## src/rtl/axil_seq_pkg.sv

```systemverilog
package axil_seq_pkg;
  localparam int OPC_W  = 8;
  localparam int OPND_W = 32;
  localparam int CMD_W  = OPND_W + OPC_W;

  localparam logic [OPC_W-1:0] OP_HALT  = 8'h00;
  localparam logic [OPC_W-1:0] OP_LOAD  = 8'h01;
  localparam logic [OPC_W-1:0] OP_SLEEP = 8'h07;
  localparam logic [OPC_W-1:0] OP_WRITE = 8'h0F;

  typedef enum logic [1:0] {
    ST_FETCH,
    ST_WRITE,
    ST_SLEEP,
    ST_HALT
  } seq_state_e;

  typedef struct packed {
    logic [OPND_W-1:0] operand;
    logic [OPC_W-1:0]  opcode;
  } cmd_t;
endpackage

```

## src/rtl/axil_seq_delay.sv

```systemverilog
module axil_seq_delay #(
  parameter int CNT_W = 32
) (
  input  logic             clk_i,
  input  logic             rst_ni,
  input  logic             load_i,
  input  logic [CNT_W-1:0] len_i,
  input  logic             run_i,
  output logic             last_o
);
  logic [CNT_W-1:0] cnt_q;

  always_ff @(posedge clk_i or negedge rst_ni) begin
    if (!rst_ni)     cnt_q <= '0;
    else if (load_i) cnt_q <= len_i;
    else if (run_i)  cnt_q <= cnt_q - CNT_W'(1);
  end

  assign last_o = (cnt_q == CNT_W'(1));


  cnt_live_chk: assert property (@(posedge clk_i) disable iff (!rst_ni)
    run_i |-> (cnt_q != '0));
endmodule

```

## src/rtl/axil_seq_wr.sv

```systemverilog
module axil_seq_wr #(
  parameter int ADDR_W = 32,
  parameter int DATA_W = 32
) (
  input  logic              clk_i,
  input  logic              rst_ni,
  input  logic              start_i,
  input  logic [ADDR_W-1:0] addr_i,
  input  logic [DATA_W-1:0] data_i,
  output logic [ADDR_W-1:0] awaddr_o,
  output logic [2:0]        awprot_o,
  output logic              awvalid_o,
  input  logic              awready_i,
  output logic [DATA_W-1:0] wdata_o,
  output logic [DATA_W/8-1:0] wstrb_o,
  output logic              wvalid_o,
  input  logic              wready_i,
  input  logic [1:0]        bresp_i,
  input  logic              bvalid_i,
  output logic              bready_o,
  output logic              done_o,
  output logic              err_o
);
  localparam int STRB_W = DATA_W / 8;

  logic              aw_vld_q, w_vld_q, pend_q, err_q;
  logic [ADDR_W-1:0] addr_q;
  logic [DATA_W-1:0] data_q;

  always_ff @(posedge clk_i or negedge rst_ni) begin
    if (!rst_ni) begin
      aw_vld_q <= 1'b0;
      w_vld_q  <= 1'b0;
      pend_q   <= 1'b0;
      err_q    <= 1'b0;
      addr_q   <= '0;
      data_q   <= '0;
    end else begin
      if (start_i) begin
        aw_vld_q <= 1'b1;
        w_vld_q  <= 1'b1;
        pend_q   <= 1'b1;
        addr_q   <= addr_i;
        data_q   <= data_i;
      end else begin
        if (aw_vld_q && awready_i) aw_vld_q <= 1'b0;
        if (w_vld_q && wready_i)   w_vld_q  <= 1'b0;
        if (done_o)                pend_q   <= 1'b0;
      end
      if (done_o && (bresp_i != 2'b00)) err_q <= 1'b1;
    end
  end

  // response accepted only once both request channels are through
  assign bready_o  = pend_q && !aw_vld_q && !w_vld_q;
  assign done_o    = bready_o && bvalid_i;
  assign awaddr_o  = addr_q;
  assign awprot_o  = 3'b000;
  assign awvalid_o = aw_vld_q;
  assign wdata_o   = data_q;
  assign wstrb_o   = {STRB_W{1'b1}};
  assign wvalid_o  = w_vld_q;
  assign err_o     = err_q;


  aw_hold_chk: assert property (@(posedge clk_i) disable iff (!rst_ni)
    (awvalid_o && !awready_i) |=> (awvalid_o && $stable(awaddr_o)));

  w_hold_chk: assert property (@(posedge clk_i) disable iff (!rst_ni)
    (wvalid_o && !wready_i) |=> (wvalid_o && $stable(wdata_o)));

  pair_rise_chk: assert property (@(posedge clk_i) disable iff (!rst_ni)
    $rose(awvalid_o) |-> $rose(wvalid_o));

  err_sticky_chk: assert property (@(posedge clk_i) disable iff (!rst_ni)
    err_o |=> err_o);
endmodule

```

## src/rtl/axil_script_seq.sv

```systemverilog
module axil_script_seq
  import axil_seq_pkg::*;
#(
  parameter int PROG_DEPTH = 16,
  parameter int ADDR_W     = 32,
  localparam int PC_W      = $clog2(PROG_DEPTH)
) (
  input  logic              clk_i,
  input  logic              rst_ni,
  output logic [PC_W-1:0]   cmd_addr_o,
  input  logic [39:0]       cmd_word_i,
  output logic [ADDR_W-1:0] m_awaddr_o,
  output logic [2:0]        m_awprot_o,
  output logic              m_awvalid_o,
  input  logic              m_awready_i,
  output logic [31:0]       m_wdata_o,
  output logic [3:0]        m_wstrb_o,
  output logic              m_wvalid_o,
  input  logic              m_wready_i,
  input  logic [1:0]        m_bresp_i,
  input  logic              m_bvalid_i,
  output logic              m_bready_o,
  output logic              busy_o,
  output logic              done_o,
  output logic              err_o
);
  cmd_t              cmd;
  seq_state_e        state_q, state_d;
  logic [PC_W-1:0]   pc_q;
  logic [ADDR_W-1:0] tgt_q;
  logic              pc_inc, tgt_load, wr_start, wr_done, dly_load, dly_last;

  assign cmd = cmd_t'(cmd_word_i);

  always_comb begin
    state_d  = state_q;
    pc_inc   = 1'b0;
    tgt_load = 1'b0;
    wr_start = 1'b0;
    dly_load = 1'b0;
    unique case (state_q)
      ST_FETCH: begin
        case (cmd.opcode)
          OP_HALT:  state_d = ST_HALT;
          OP_LOAD: begin
            tgt_load = 1'b1;
            pc_inc   = 1'b1;
          end
          OP_WRITE: begin
            wr_start = 1'b1;
            state_d  = ST_WRITE;
          end
          OP_SLEEP: begin
            if (cmd.operand == '0) pc_inc = 1'b1;
            else begin
              dly_load = 1'b1;
              state_d  = ST_SLEEP;
            end
          end
          default:  pc_inc = 1'b1;
        endcase
      end
      ST_WRITE: if (wr_done) begin
        pc_inc  = 1'b1;
        state_d = ST_FETCH;
      end
      ST_SLEEP: if (dly_last) begin
        pc_inc  = 1'b1;
        state_d = ST_FETCH;
      end
      ST_HALT:  state_d = ST_HALT;
      default:  state_d = ST_HALT;
    endcase
  end

  always_ff @(posedge clk_i or negedge rst_ni) begin
    if (!rst_ni) begin
      state_q <= ST_FETCH;
      pc_q    <= '0;
      tgt_q   <= '0;
    end else begin
      state_q <= state_d;
      if (pc_inc)   pc_q  <= pc_q + PC_W'(1);
      if (tgt_load) tgt_q <= cmd.operand[ADDR_W-1:0];
    end
  end

  axil_seq_delay #(.CNT_W(OPND_W)) u_delay (
    .clk_i  (clk_i),
    .rst_ni (rst_ni),
    .load_i (dly_load),
    .len_i  (cmd.operand),
    .run_i  (state_q == ST_SLEEP),
    .last_o (dly_last)
  );

  axil_seq_wr #(.ADDR_W(ADDR_W), .DATA_W(OPND_W)) u_wr (
    .clk_i     (clk_i),
    .rst_ni    (rst_ni),
    .start_i   (wr_start),
    .addr_i    (tgt_q),
    .data_i    (cmd.operand),
    .awaddr_o  (m_awaddr_o),
    .awprot_o  (m_awprot_o),
    .awvalid_o (m_awvalid_o),
    .awready_i (m_awready_i),
    .wdata_o   (m_wdata_o),
    .wstrb_o   (m_wstrb_o),
    .wvalid_o  (m_wvalid_o),
    .wready_i  (m_wready_i),
    .bresp_i   (m_bresp_i),
    .bvalid_i  (m_bvalid_i),
    .bready_o  (m_bready_o),
    .done_o    (wr_done),
    .err_o     (err_o)
  );

  assign cmd_addr_o = pc_q;
  assign done_o     = (state_q == ST_HALT);
  assign busy_o     = !done_o;


  halt_hold_chk: assert property (@(posedge clk_i) disable iff (!rst_ni)
    done_o |=> (done_o && $stable(cmd_addr_o) && !m_awvalid_o));

  fetch_wait_chk: assert property (@(posedge clk_i) disable iff (!rst_ni)
    (m_awvalid_o || m_wvalid_o || (m_bready_o && !m_bvalid_i)) |=> $stable(cmd_addr_o));
endmodule

```

## config.mk

```make
export PLATFORM = sky130hd
export DESIGN_NAME = axil_script_seq
export DESIGN_NICKNAME = d
export VERILOG_FILES = /design/src/rtl/axil_seq_pkg.sv /design/src/rtl/axil_seq_delay.sv /design/src/rtl/axil_seq_wr.sv /design/src/rtl/axil_script_seq.sv
export SDC_FILE = /design/constraint.sdc
export NUM_CORES = 1
export LEC_CHECK = 0
export BUFFER_PORTS_ARGS = -buffer_cell sky130_fd_sc_hd__buf_2
export CAP_MARGIN = 20
export CORE_AREA = 2 2 117 130
export DETAILED_ROUTE_END_ITERATION = 7
export DIE_AREA = 0 0 119 132
export SLEW_MARGIN = 10
export SYNTH_ARGS = -nofsm -noshare
export SYNTH_HDL_FRONTEND = slang
export SYNTH_SLANG_ARGS = --single-unit
```

## constraint.sdc

```tcl
create_clock -name clk_i -period 4.5 [get_ports clk_i]
set_input_delay 0.9 -clock clk_i [delete_from_list [all_inputs] [get_ports clk_i]]
set_output_delay 0.9 -clock clk_i [all_outputs]
set_load 0.05 [all_outputs]
```

==> results of run 1 <==
==> layout make-up <==
type,count,area [sq um],share of cell area [%]
multi-input combinational,448,2445,32.87
clock inverter,13,167.7,2.254
sequential,138,3453,46.43
clock buffer,19,432.9,5.821
timing repair buffer,127,671.9,9.034
inverter,7,26.28,0.3533
tap,192,240.2,3.230
==> placed cells by master (no fill, tap or decap), drive strengths merged, types with 4 or more instances in the layout <==
cell type  instances
nand2            214
dfrtp            138
buf              127
nor2              40
mux2              33
a21oi             24
clkbuf            19
nor4              17
xnor2             16
nor3              13
nand3             12
o21ai             12
inv               11
or3                8
conb               7
xor2               5
clkinv             5
or4                4
nand2b             4
==> metrics by stage <==
step | hold slack (ns) | setup WS [ns] | area, sq um | instances | util (%)
2_1_floorplan | 0.4377 | 1.554 | 6100 | 624 | -
6_report | 0.4595 | 1.502 | 7437 | 944 | 51.89
3_3_place_gp | 0.4444 | 1.109 | 6837 | 912 | 47.70
5_1_grt | 0.4748 | 1.412 | 7437 | 944 | 51.89
3_5_place_dp | 0.4503 | 1.071 | 6837 | 912 | 47.70
4_1_cts | 0.4637 | 1.516 | 7437 | 944 | 51.89
==> where the power goes <==
part / internal (W) / switching, W / total [W]
Sequential: 0.00138 / 0.000119 / 0.00150
Clock: 0.000878 / 0.000538 / 0.00142
Combinational: 0.000203 / 0.000423 / 0.000626
Total: 0.00246 / 0.00108 / 0.00354
==> layer usage <==
metal  share of wire (%)  global-route usage, %  wire length [microns]
met2                  49                  32.60                   7135
met3                 4.8                  4.585                    703
met5                   0                      0                      0
met1                  44                  24.65                   6359
met4                 2.1                  7.341                    303
==> cell families after synthesis <==
| kind of cell | after synthesis | share of synthesized area [%] |
|---|---|---|
| AOI/OAI and AO/OA | 57 | 5.906 |
| xor gates and xnor gates | 21 | 3.025 |
| adders and majority gates | 3 | 0.6173 |
| buffers and inverters | 38 | 3.436 |
| DFF | 138 | 56.79 |
| muxes | 33 | 6.111 |
| other | 2 | 0.1235 |
| and+or+nand+nor | 327 | 23.99 |
==> state kept, by name, indices dropped and copies added, names as in the netlist <==
| register | count |
|---|---|
| state_q | 2 |
| u_wr.err_o | 1 |
| u_wr.wvalid_o | 1 |
| cmd_addr_o | 4 |
| u_wr.awvalid_o | 1 |
| u_wr.awaddr_o | 32 |
| u_wr.wdata_o | 32 |
| u_delay.cnt_q | 32 |
| u_wr.pend_q | 1 |
| tgt_q | 32 |
==> critical path, stage by stage <==
cell,delay (ns)
buf_2,0.09
or4_4,0.55
or4b_4,0.59
or2_2,0.60
buf_4,0.37
nand2_1,0.10
o21ai_0,0.07
==> worst paths after layout <==
kind	slack [ns]	depth (start not counted)	startpoint	to
setup / recovery	1.50	7	cmd_word_i[5]	u_wr.wdata_o[26]$_DFFE_PN0P_
hold / removal	0.46	2	u_wr.awaddr_o[10]$_DFFE_PN0P_	u_wr.awaddr_o[10]$_DFFE_PN0P_
setup reg to reg	1.95	6	u_delay.cnt_q[5]$_DFFE_PN0P_	cmd_addr_o[2]$_DFFE_PN0P_
hold reg to reg	0.46	2	u_wr.awaddr_o[10]$_DFFE_PN0P_	u_wr.awaddr_o[10]$_DFFE_PN0P_
max in group asynchronous	3.10	2	rst_ni	u_wr.wdata_o[1]$_DFFE_PN0P_
min in group asynchronous	0.50	1	rst_ni	u_wr.awaddr_o[10]$_DFFE_PN0P_
==> impl_metrics.toml, run 1 <==
[run_status]
status = "completed"

[route]
wl_mm = 14.50
drcViolationCount = 0
ant_nets = 0
detail_route.vias_per_cell = 5.030
vias = 4748
drt-initial-drc-count = 253
firstDrtPassIters = 4
avgRoutedWirePerCell_microns = 15.36

[power]
leakagePower_nw = 3.764
ir_drop_mv = 0.2446
powerDensity_nw_per_um2 = 476.2
p_total_w = 0.003542

[logic_synthesis]
synth_cell_types = 56
synth-seq-area-share_pct = 56.79
ys_warn_count = 0
synth_edf_count = 0
yosysMostFrequentCell = "nand2_1"
netlist_area_sq_um = 6081
synth_top_area_share_pct = 56.79
ys.flop_type = "dfrtp_1"
synthCells = 619
yosys-top-cells-count = "nand2_1 (214), dfrtp_1 (138), nor2_1 (39)"
synth_area_leaders = "dfrtp_1 (57%), nand2_1 (13%), mux2_2 (5.9%)"
syn_area_per_cell_sq_um = 9.824
yosysTopAreaCell = "dfrtp_1"
async_flop_share_pct = 100.0
ys_ff_latch = 138

[grt]
grt_usage_pct = 19.52
grt_pass1_vias = 4774
overflow = 0
grt_pass1_wl_mm = 24.23
grt_max_degree = 80
antenna_found_initial = 0

[timing]
setup_violations = 0
post-route-period-util_pct = 66.62
worstMarginPinSlew_ns = 0.7106
hold_violations = 0
max_slew_margin_pct = 52.63
fmaxAchievable_mhz = 333.5
finalSetupTns_ns = 0
finClkSkew_ns = 0.009120
finalCriticalPeriod_ns = 2.998
slew_violations = 0
rsz0062_at_grt = "false"

[die]
rows = 46
core_area_sq_um = 14330
dieWidth_microns = 119
io_pins = 128
die_y_microns = 132
start_util_pct = 42.43
dieArea_sq_um = 15710

[worst_setup_path]
path_max_fanout = 35
crit_path_end_kind = "register"
crit_type = "primary input to register"
critPathArrivalTime_ns = 3.29
required_ns = 4.79
crit_path_start_kind = "primary input"

[finish]
synthToLayoutAreaGrowth_pct = 22.30
drive_gt1_share_pct = 27.93
final_nets = 789
fillers = 1326
antenna_cells = 0

[run]
max-cap-violations = 0

[cts]
root_buffer = "clkbuf_16"
cts_setup_buffers = 0
cts_max_level = 4
holdBufCountCts = 0
insertion_delay_ns = 0.42
cts_buffers = 17
clock-sinks = 138
cts_resized = 0
clock_path_buffers = 2
cts_tree = "yes"
clkTransAtPathRegs_ns = 0.06

[place]
dp_hpwl_mm = 10.25
place_congestion = 0.8445
placement.io_buffers = 120

[min_path]
hold_path.class = "register to register"
Note: power is estimated with default switching activity, not from simulation.
==> inputs of run 2 (changes only) <==
--- a/config.mk
+++ b/config.mk
@@ -5,11 +5,13 @@
 export SDC_FILE = /design/constraint.sdc
 export NUM_CORES = 1
 export LEC_CHECK = 0
+export ABC_AREA = 1
 export BUFFER_PORTS_ARGS = -buffer_cell sky130_fd_sc_hd__buf_2
 export CAP_MARGIN = 20
-export CORE_AREA = 2 2 117 130
+export CORE_AREA = 2 2 121 135
 export DETAILED_ROUTE_END_ITERATION = 7
-export DIE_AREA = 0 0 119 132
+export DIE_AREA = 0 0 123 137
+export PLACE_DENSITY = 0.66
 export SLEW_MARGIN = 10
 export SYNTH_ARGS = -nofsm -noshare
 export SYNTH_HDL_FRONTEND = slang
==> constraint.sdc (replaced) <==
create_clock -name clk_i -period 2.75 [get_ports clk_i]
set_input_delay 0.55 -clock clk_i [delete_from_list [all_inputs] [get_ports clk_i]]
set_output_delay 0.55 -clock clk_i [all_outputs]
set_load 0.05 [all_outputs]
==> impl_metrics.toml, run 2 <==
[run_status]
status = "completed"

[worst_setup_path]
crit_chain = "inv_2, nor2_4, inv_2, nor2_4, nand3_2, nor2_1, xor2_1, nand2_1, nand2_1"
crit_path_end_kind = "register"
crit_path_start_kind = "register"
cp_slowest_stage_delay_ns = 0.44
crit_type = "register to register"
critPathArrivalTime_ns = 2.31
crit_slowest_cell = "dfrtp_1"
path_max_fanout = 22
required_ns = 3.11

[finish]
final_common_cell = "nand2_1"
drive_gt1_share_pct = 23.20
stdcell_area_sq_um = 7979
synthToLayoutAreaGrowth_pct = 21.44
fin_cells = 1105
fillers = 1496
mostFrequentLayoutCells = "nand2_1 (199), dfrtp_1 (138), buf_2 (119), nor2_1 (90), o21ai_0 (73)"
antenna_cells = 0
final_nets = 942

[power]
p_switching_w = 0.002386
p_total_w = 0.006747
leakagePower_nw = 4.165
switching_share_pct = 35.37
p_int_w = 0.004361
ir_drop_mv = 0.4141
powerDensity_nw_per_um2 = 845.6
p_seq_share_pct = 39.0
clockPowerShare_pct = 35.5
comb_power_share_pct = 25.5

[min_path]
hold_path.class = "primary input to async pin"

[place]
dp_hpwl_mm = 11.39
post-place-ws_ns = 0.6696
placement.io_buffers = 120
post_dp_cell_area_sq_um = 7366
place_congestion = 0.8798
dp_cells = 1073

[route]
firstDrtPassIters = 5
avgRoutedWirePerCell_microns = 14.59
ant_nets = 0
wl_mm = 16.12
drcViolationCount = 0
vias = 5521
detail_route.vias_per_cell = 4.996
drt-initial-drc-count = 438

[timing]
post-route-period-util_pct = 70.96
finalCriticalPeriod_ns = 1.951
fin_ws_ns = 0.7985
finalSetupTns_ns = 0
finClkSkew_ns = 0.005953
setup_violations = 0
rsz0062_at_grt = "false"
hold_violations = 0
fmaxAchievable_mhz = 512.4
slew_violations = 0

[logic_synthesis]
synth_area_leaders = "dfrtp_1 (53%), nand2_1 (11%), o21ai_0 (5.6%)"
synth_top_area_share_pct = 52.56
yosys-top-cells-count = "nand2_1 (199), dfrtp_1 (138), nor2_1 (90)"
synth-seq-area-share_pct = 52.56
syn_area_per_cell_sq_um = 8.510
synthCells = 772
synth_edf_count = 0
yosysTopAreaCell = "dfrtp_1"
synth_cell_types = 35
ys.flop_type = "dfrtp_1"
yosysMostFrequentCell = "nand2_1"
async_flop_share_pct = 100.0
ys_ff_latch = 138
ys_warn_count = 0
netlist_area_sq_um = 6570

[die]
dieWidth_microns = 123
rows = 48
die_y_microns = 137
start_util_pct = 42.40
io_pins = 128
core_area_sq_um = 15490
dieArea_sq_um = 16850

[cts]
cts_buffers = 17
insertion_delay_ns = 0.43
cts_max_level = 4
cts_resized = 0
cts_setup_buffers = 0
clock_path_buffers = 2
clkTransAtPathRegs_ns = 0.06
holdBufCountCts = 0
cts_tree = "yes"
root_buffer = "clkbuf_16"
clock-sinks = 138

[grt]
grt_max_degree = 72
grt_pass1_vias = 5321
antenna_found_initial = 0
overflow = 0
grt_pass1_wl_mm = 26.16
grt_usage_pct = 20.03

[run]
max-cap-violations = 0
-- run 2: through the flow --
stage,utilization (%),hold WS [ns]
floorplan,-,0.2544
global placement,47.54,0.4478
detailed placement,47.54,0.4437
CTS,51.49,0.04022
global route,51.49,0.05363
finish,51.49,0.03547
-- run 2: final cells by class --
cell class / instances / area [sq um] / area share (%)
flip-flops and latches: 138 / 3453 / 43.28
repair buffers: 128 / 704.4 / 8.829
inverters: 73 / 276.5 / 3.466
clock inverters: 10 / 138.9 / 1.741
clock buffers: 22 / 474.2 / 5.943
multi-input cells: 534 / 2681 / 33.61
well taps: 200 / 250.2 / 3.136
-- run 2: per-layer routing --
metal,GRT usage [%],vias to the layer above,wire length [microns]
li1,-,2709,-
met1,26.77,2626,7455
met2,32.41,167,7517
met3,4.917,19,942
met4,5.619,0,202
met5,0,-,0
-- run 2: path summary, 6_finish.rpt --
| check | startpoint | end | cells past startpoint | slack (ns) |
|---|---|---|---|---|
| max reg2reg | state_q[1]$_DFFE_PN0P_ | u_delay.cnt_q[11]$_DFFE_PN0P_ | 9 | 0.80 |
| max in group asynchronous | rst_ni | u_wr.wvalid_o$_DFFE_PN0P_ | 2 | 2.00 |
| min in group clk_i | m_wready_i | u_wr.wvalid_o$_DFFE_PN0P_ | 2 | 0.30 |
| min | rst_ni | u_wr.awaddr_o[11]$_DFFE_PN0P_ | 1 | 0.04 |
| min reg2reg | u_wr.err_o$_DFFE_PN0P_ | u_wr.err_o$_DFFE_PN0P_ | 2 | 0.47 |
| max | state_q[1]$_DFFE_PN0P_ | u_delay.cnt_q[11]$_DFFE_PN0P_ | 9 | 0.80 |
-- run 2: power by group through the flow --
stage | registers (W) | clock network (W) | logic [W]
5_1_grt | 0.00267 | 0.00252 | 0.00195
4_1_cts | 0.00262 | 0.00243 | 0.00173
3_5_place_dp | 0.00265 | 0 | 0.00173
2_1_floorplan | 0.00282 | 0 | 0.00108
6_report | 0.00263 | 0.00240 | 0.00172
3_3_place_gp | 0.00265 | 0 | 0.00169
-- run 2: cells by family (layout without fill, tap and decap cells) --
group,count (synthesis),in the layout,synth area share [%]
AND/OR/NAND/NOR,388,388,25.06
flip-flops,138,138,52.56
buffers and inverters,105,233,6.989
AO/OA/AOI/OAI,91,91,7.484
multiplexers,32,32,5.485
XOR/XNOR,13,13,1.733
adder cells (fa/ha/maj),3,3,0.5714
other,2,7,0.1143
-- run 2: critical path, delay by kind of cell (launching register included) --
kind / cells / cell delay [ns]
simple gates: 6 / 0.92
flops: 1 / 0.44
buf+inv: 2 / 0.36
xor+xnor: 1 / 0.16
